==> src/rtl/eint_pkg.sv <==
package eint_pkg;
  localparam int NLINES  = 28;
  localparam int DW      = 32;
  localparam int FW      = 3;
  localparam int STRIDE  = 4;
  localparam int FPR     = DW / STRIDE;
  localparam int NFIELDS = (NLINES + 1) / 2;
  localparam int NGRP    = 4;
  localparam int AW      = 2;
  localparam int G1_BASE = 4;
  localparam int G2_BASE = 12;
  localparam int G3_BASE = 20;

  typedef enum logic [AW-1:0] {
    A_CFG_LO = 2'd0,
    A_CFG_HI = 2'd1,
    A_MASK   = 2'd2,
    A_PEND   = 2'd3
  } reg_addr_e;

  typedef struct packed {
    logic lvl_lo;
    logic lvl_hi;
    logic edge_fall;
    logic edge_rise;
  } trig_sel_t;

  // Mode code to trigger selection.
  function automatic trig_sel_t decode_mode(input logic [FW-1:0] code);
    trig_sel_t s;
    s = '0;
    unique case (code[2:1])
      2'b00: begin
        s.lvl_hi = code[0];
        s.lvl_lo = ~code[0];
      end
      2'b01: s.edge_fall = 1'b1;
      2'b10: s.edge_rise = 1'b1;
      default: begin
        s.edge_fall = 1'b1;
        s.edge_rise = 1'b1;
      end
    endcase
    return s;
  endfunction

  // Group index of a line (unequal ranges).
  function automatic int grp_of(input int line);
    if (line < G1_BASE)      return 0;
    else if (line < G2_BASE) return 1;
    else if (line < G3_BASE) return 2;
    else                     return 3;
  endfunction
endpackage

==> src/rtl/eint_sync.sv <==
module eint_sync #(
  parameter int W = 8
) (
  input  logic         clk,
  input  logic         rst_n,
  input  logic [W-1:0] d,
  output logic [W-1:0] q
);
  logic [W-1:0] meta_q;
  logic [W-1:0] sync_q;

  always_ff @(posedge clk or negedge rst_n) begin
    if (!rst_n) begin
      meta_q <= '1;
      sync_q <= '1;
    end else begin
      meta_q <= d;
      sync_q <= meta_q;
    end
  end

  assign q = sync_q;
endmodule

==> src/rtl/eint_detect.sv <==
module eint_detect
  import eint_pkg::*;
(
  input  logic                  clk,
  input  logic                  rst_n,
  input  logic [NLINES-1:0]     lvl,
  input  logic [NFIELDS*FW-1:0] cfg_flat,
  output logic [NLINES-1:0]     trig
);
  logic [NLINES-1:0] prv_q;

  always_ff @(posedge clk or negedge rst_n) begin
    if (!rst_n) prv_q <= '1;
    else        prv_q <= lvl;
  end

  for (genvar i = 0; i < NLINES; i++) begin : g_line
    trig_sel_t sel;
    logic      rise_ev;
    logic      fall_ev;
    assign sel     = decode_mode(cfg_flat[(i/2)*FW +: FW]);
    assign rise_ev = ~prv_q[i] & lvl[i];
    assign fall_ev = prv_q[i] & ~lvl[i];
    assign trig[i] = (sel.lvl_lo & ~lvl[i]) | (sel.lvl_hi & lvl[i]) |
                     (sel.edge_fall & fall_ev) | (sel.edge_rise & rise_ev);

    // an edge-mode trigger needs a real change of the synchronised input
    a_r5_edge_real: assert property (@(posedge clk) disable iff (!rst_n)
      (trig[i] && !sel.lvl_lo && !sel.lvl_hi) |-> (lvl[i] != prv_q[i]));
  end
endmodule

==> src/rtl/eint_regs.sv <==
module eint_regs
  import eint_pkg::*;
(
  input  logic                  clk,
  input  logic                  rst_n,
  input  logic                  we,
  input  logic [AW-1:0]         addr,
  input  logic [DW-1:0]         wdata,
  input  logic [NLINES-1:0]     trig,
  output logic [DW-1:0]         rdata,
  output logic [NLINES-1:0]     mask,
  output logic [NLINES-1:0]     pend,
  output logic [NFIELDS*FW-1:0] cfg_flat
);
  logic [NFIELDS-1:0][FW-1:0] cfg_q;
  logic [NLINES-1:0]          mask_q;
  logic [NLINES-1:0]          pend_q;
  logic [NLINES-1:0]          clr;
  logic [DW-1:0]              lo_word;
  logic [DW-1:0]              hi_word;
  logic [DW-1:0]              rdata_q;
  logic                       unused_wbits;

  assign unused_wbits = ^wdata;
  assign clr = (we && addr == A_PEND) ? wdata[NLINES-1:0] : '0;

  always_ff @(posedge clk or negedge rst_n) begin
    if (!rst_n) begin
      cfg_q  <= '0;
      mask_q <= '1;
      pend_q <= '0;
    end else begin
      pend_q <= (pend_q & ~clr) | trig;
      if (we && addr == A_MASK) mask_q <= wdata[NLINES-1:0];
      if (we && addr == A_CFG_LO)
        for (int f = 0; f < FPR; f++) cfg_q[f] <= wdata[f*STRIDE +: FW];
      if (we && addr == A_CFG_HI)
        for (int f = FPR; f < NFIELDS; f++) cfg_q[f] <= wdata[(f-FPR)*STRIDE +: FW];
    end
  end

  always_comb begin
    lo_word = '0;
    hi_word = '0;
    for (int f = 0; f < FPR; f++) lo_word[f*STRIDE +: FW] = cfg_q[f];
    for (int f = FPR; f < NFIELDS; f++) hi_word[(f-FPR)*STRIDE +: FW] = cfg_q[f];
  end

  always_ff @(posedge clk or negedge rst_n) begin
    if (!rst_n) rdata_q <= '0;
    else begin
      unique case (addr)
        A_CFG_LO: rdata_q <= lo_word;
        A_CFG_HI: rdata_q <= hi_word;
        A_MASK:   rdata_q <= {{(DW-NLINES){1'b0}}, mask_q};
        default:  rdata_q <= {{(DW-NLINES){1'b0}}, pend_q};
      endcase
    end
  end

  assign rdata    = rdata_q;
  assign mask     = mask_q;
  assign pend     = pend_q;
  assign cfg_flat = cfg_q;

  // a cleared bit with no trigger that cycle is gone on the next cycle
  a_r7_w1c_clears: assert property (@(posedge clk) disable iff (!rst_n)
    (we && addr == A_PEND) |=> ((pend_q & $past(clr & ~trig)) == '0));
  // pending bits fall only where a one was written
  a_r7_no_spurious_fall: assert property (@(posedge clk) disable iff (!rst_n)
    (|pend_q) |=> ((($past(pend_q) & ~pend_q) & ~$past(clr)) == '0));
  // a pending bit rises only after a detected trigger
  a_r5_set_needs_trig: assert property (@(posedge clk) disable iff (!rst_n)
    (~|trig) |=> ((pend_q & ~$past(pend_q)) == '0));
endmodule

==> src/rtl/eint_group_ctrl.sv <==
module eint_group_ctrl
  import eint_pkg::*;
(
  input  logic              clk,
  input  logic              rst_n,
  input  logic [NLINES-1:0] pin_in,
  input  logic              bus_we,
  input  logic [AW-1:0]     bus_addr,
  input  logic [DW-1:0]     bus_wdata,
  output logic [DW-1:0]     bus_rdata,
  output logic [NGRP-1:0]   irq_grp
);
  logic [NLINES-1:0]     lvl_sync;
  logic [NLINES-1:0]     trig;
  logic [NLINES-1:0]     mask;
  logic [NLINES-1:0]     pend;
  logic [NLINES-1:0]     active;
  logic [NFIELDS*FW-1:0] cfg_flat;

  eint_sync #(.W(NLINES)) u_sync (
    .clk(clk), .rst_n(rst_n), .d(pin_in), .q(lvl_sync)
  );

  eint_detect u_detect (
    .clk(clk), .rst_n(rst_n), .lvl(lvl_sync), .cfg_flat(cfg_flat), .trig(trig)
  );

  eint_regs u_regs (
    .clk(clk), .rst_n(rst_n), .we(bus_we), .addr(bus_addr), .wdata(bus_wdata),
    .trig(trig), .rdata(bus_rdata), .mask(mask), .pend(pend), .cfg_flat(cfg_flat)
  );

  assign active = pend & ~mask;

  for (genvar g = 0; g < NGRP; g++) begin : g_grp
    logic hit;
    always_comb begin
      hit = 1'b0;
      for (int i = 0; i < NLINES; i++)
        if (grp_of(i) == g) hit = hit | active[i];
    end
    assign irq_grp[g] = hit;
  end

  // a group request needs some unmasked pending line
  a_r8_grp_needs_active: assert property (@(posedge clk) disable iff (!rst_n)
    (|irq_grp) |-> (|(pend & ~mask)));
  // a fully masked block raises no group request
  a_r6_all_masked_quiet: assert property (@(posedge clk) disable iff (!rst_n)
    (&mask) |-> (irq_grp == '0));
endmodule

==> config.mk <==
export PLATFORM = sky130hd
export DESIGN_NAME = eint_group_ctrl
export DESIGN_NICKNAME = d
export VERILOG_FILES = /design/src/rtl/eint_pkg.sv /design/src/rtl/eint_sync.sv /design/src/rtl/eint_detect.sv /design/src/rtl/eint_regs.sv /design/src/rtl/eint_group_ctrl.sv
export SDC_FILE = /design/constraint.sdc
export NUM_CORES = 1
export LEC_CHECK = 0
export BUFFER_PORTS_ARGS = -buffer_cell sky130_fd_sc_hd__buf_4
export CORE_ASPECT_RATIO = 0.5
export CORE_MARGIN = 5
export CORE_UTILIZATION = 54
export CTS_BUF_LIST = sky130_fd_sc_hd__clkbuf_8
export DETAILED_ROUTE_END_ITERATION = 16
export GPL_ROUTABILITY_DRIVEN = 0
export GPL_TIMING_DRIVEN = 0
export PLACE_DENSITY = 0.85
export RECOVER_POWER = 100
export SYNTH_ARGS = -nofsm -noshare
export SYNTH_HDL_FRONTEND = slang
export SYNTH_SLANG_ARGS = --single-unit
==> constraint.sdc <==
create_clock -name clk -period 1.5 [get_ports clk]
set_clock_uncertainty 0.1 [all_clocks]
set_input_delay 0.3 -clock clk [delete_from_list [all_inputs] [get_ports clk]]
set_output_delay 0.3 -clock clk [all_outputs]
set_load 0.01 [all_outputs]
==> summary.md <==
At the end of the flow, the number of nets in the layout was 841. Setup violations remaining at the end of the flow were counted as 147. The checks that failed: negative setup slack. The logs give 17.7% for the combinational power share and 29.59% for the met1 layer usage reported by global route.

The signal on the critical path passes through o22ai_1 -> or4_4 -> buf_6. The count of final hold-check violations is 0, and the detailed-routing iteration count for the pre-antenna-repair pass is 5. In this run the biggest area consumer among cell types represents 34.67% of the synthesized area. In the final layout, the share of cells above drive strength 1 is 43.41%. In this run, the clock network consumes 30.2% of the power. The run gives 0.009517 mm² as the post-placement cell area. The number of different library cells in the post-synthesis netlist was 30; the number of input and output port buffers inserted was 98. Number of antenna violations at the first check in global routing: 0. The worst path uses 151.7% of the clock period.

The sequential cell fraction of total power was 52.0%. The kind of cell with the highest combined delay along the critical path is flip-flops. The logs give 55.06% for the initial standard-cell utilization of the core and 1100 ps for the required time of the critical path. The pin count of the biggest net entering global routing was 122; the post-synthesis instance total was 578.

During I/O placement, the number of pins put on the boundary was 101. The detail route stage leaves a number of antenna-violating nets equal to 0. The pre-CTS setup slack came out at -506.9 ps. The post-CTS clock slew at the launch and capture registers of the worst setup and hold paths is 70 ps, and the clock insertion delay at the later pin of the skew report is 540 ps. The design draws 14.20 mW.

The buffering stage count on the worst path with inverters included is 1. The number of standard cells in the final layout excluding fillers was 1001; the antenna diode count was 0. In this run the static leakage power is 4.685 nW.

The global-route track usage on met3 was 5.803%. The logs give 0 for the number of warnings reported in the yosys synthesis log and 13.16 mm for the detailed placer's ending HPWL. Summing every instance area after synthesis gives 0.008487 mm².

For this run, the slowest stage of the critical path takes 580 ps. The logs give 32 for the floorplan row count and 643 for the total nets after synthesis. Busiest layer in global routing: met2.

In the final layout, flip-flops and latches occupy 0.005470 mm². Yosys attributes the largest share of cell area to sky130_fd_sc_hd__dfstp_2 (35%), sky130_fd_sc_hd__dfrtp_1 (30%), sky130_fd_sc_hd__mux2_2 (7.0%). The tools report the post-route core utilization as 70.09%.

Cell with the largest stage delay on the worst path: sky130_fd_sc_hd__dfstp_2. Measured along the x axis, the die boundary spans 187.3 µm. The clock net in this run drives a total of 213 sinks.

Across the VDD grid, the largest voltage drop is 0.7159 mV. The total via count after detailed routing is 5754. After routing the design area is 0.01080 mm².

The switching part of the total is 27.64%. From synthesis to final layout, the design area changed by 27.30%. On the final layout, the worst hold slack is 89.72 ps. After filler insertion, the fill cell instance count of the layout stands at 950.

TritonCTS built the clock tree. The routed design could run at a clock period as short as 2275 ps. The average footprint of a synthesized cell came out at 14.68 µm². The setup path with the least slack is of type reg -> out.

The worst-margin pin slew is 1277 ps. The core region is 0.01541 mm². Summed over all layers, the global routing overflow is 0. In this run the power density over the cells is 1314 mW/mm².

STA classifies the critical path startpoint as a register. Count of pins over their slew limit: 0. The run gives 1 as the number of H-tree branching levels. The worst hold path belongs to the class in -> reg. Counting the buffers created by CTS gives 29. Global routing used 22.40% of the available tracks. Timing would allow up to 0.4396 GHz.

The element type at the critical path end is a primary output. The number of design-rule violations left by the first detailed-router iteration was 454; the number of cells in the design after placement was 881. The area used by multi-input combinational logic is 0.002796 mm², and the detail-routed net length per standard cell is 21.69 µm. sky130_fd_sc_hd__dfstp_2 takes more of the synthesized area than any other cell. Max-cap violations in this run came to 0. Counting along the longest clock path gives a buffer depth of 3.

Setup repair after global routing could not meet its margin everywhere. The residual DRC count is 0. The floorplan step defined a die boundary enclosing 0.01848 mm². The flow ran to the end, but the final reports show violations. The total of flip-flops plus latches after synthesis is 213, and the per-cell via count in the routed design is 5.748. Cell internal power was estimated by the tool at 10.27 mW. The die is 98.65 µm tall. For this block, the routed nets add up to 21.71 mm of wire. The library cell used most frequently in the layout, excluding fill and tap cells, is sky130_fd_sc_hd__dfrtp_1.

The tools report the via count of the first global-routing pass as 5988. For the normalized max-slew margin, the log shows 14.86%. The post-layout worst setup margin is -775.0 ps.

In the layout the commonest cells are sky130_fd_sc_hd__dfrtp_1 (101), sky130_fd_sc_hd__dfstp_2 (83), sky130_fd_sc_hd__buf_4 (77). The cell sitting at the root of the clock tree is a sky130_fd_sc_hd__clkbuf_8. In this run the power spent charging and discharging nets is 3.924 mW. The logs give 32.66 mm for the wire length of the first global-routing pass and 1880 ps for the arrival time of data at the critical path endpoint.

The share of synthesized area occupied by flip-flops and latches was 64.46%. Summed over all failing endpoints, the final setup total negative slack is -27260 ps. The met2 global-route usage is 36.64%.

Of all nets on the critical path, the largest fanout is 3.
[tightest hold or removal path, stage by stage]
cell and delay (ps):
sky130_fd_sc_hd__buf_4 110, sky130_fd_sc_hd__nor2_2 100, sky130_fd_sc_hd__and2_0 160
[power by group through the flow]
stage / Clock (mW) / Sequential, mW / Combinational, mW
CTS: 4.33 / 7.33 / 2.41
global placement: 0 / 7.36 / 2.08
detailed placement: 0 / 7.42 / 2.18
floorplan: 0 / 7.26 / 1.30
finish: 4.29 / 7.39 / 2.52
global route: 4.64 / 7.46 / 2.72
[routing by layer]
metal  up-vias  wire length, µm
met5         -                0
met4         0              643
met2       306            10470
met3        62             1819
met1      2940             8773
li1       2446                -
[Yosys cell counts, drive strengths merged]
master and count:
a21oi 26, and3 1, a221o 2, a22oi 1, conb 1, nor2b 7
buf 20, xnor2 28, or4 3, nand3b 30, mux4 18, mux2i 7
and2 4, dfstp 112, o21ai 28, clkbuf 1, a22o 3, mux2 73
o22ai 12, a211o 26, inv 28, o221ai 1, nor2 15, nand2 30
dfrtp 101
[what timing repair did]
action / in CTS / in global routing
buffers inserted: 8 / 3
setup endpoints to repair: 4 / 130
hold buffers: 60 / 0
cloned: 0 / 1
resized for setup: 9 / 9
pin swaps: 7 / 2
hold endpoints to repair: 134 / 0
[sequential cells by signal (all words and copies together) (netlist names)]
register and cells:
u_regs.cfg_flat 42, u_sync.meta_q 28, u_detect.prv_q 28, u_regs.rdata 31, u_regs.pend 28, u_regs.mask 28
u_sync.q 28
[final timing paths]
check / startpoint / endpoint / slack [ps] / cells past startpoint
max in group asynchronous: rst_n / u_sync.meta_q[10] / -320 / 3
worst max register to register: u_sync.q[26] / u_regs.pend[26] / 80 / 3
worst min register to register: u_sync.meta_q[23] / u_sync.q[23] / 250 / 0
worst min-delay path: bus_addr[1] / u_regs.rdata[28] / 90 / 3
worst max-delay path: u_regs.mask[27] / irq_grp[3] / -780 / 3
min in group asynchronous: rst_n / u_regs.cfg_flat[22] / 510 / 2
[layout make-up]
cell class / instances / share of cell area, %
inverters: 28 / 0.9728
clock inverters: 19 / 0.9496
repair buffers: 171 / 13.83
plain buffers: 17 / 1.170
flip-flops and latches: 213 / 50.63
clock buffers: 33 / 4.204
multi-input cells: 316 / 25.88
well taps: 204 / 2.362
[logic make-up (layout without fill, tap and decap cells)]
logic type                count (synthesis)  in the layout  share of synthesized area [%]
buffers and inverters                    49            268                          3.081
muxes                                    98             98                          16.17
DFF                                     213            213                          64.46
and+or+nand+nor                          90             90                          5.868
AOI/OAI and AO/OA                        99             99                          7.489
xor gates and xnor gates                 28             28                          2.890
other                                     1              1                        0.04419
Note: power is estimated with default switching activity, not from simulation.
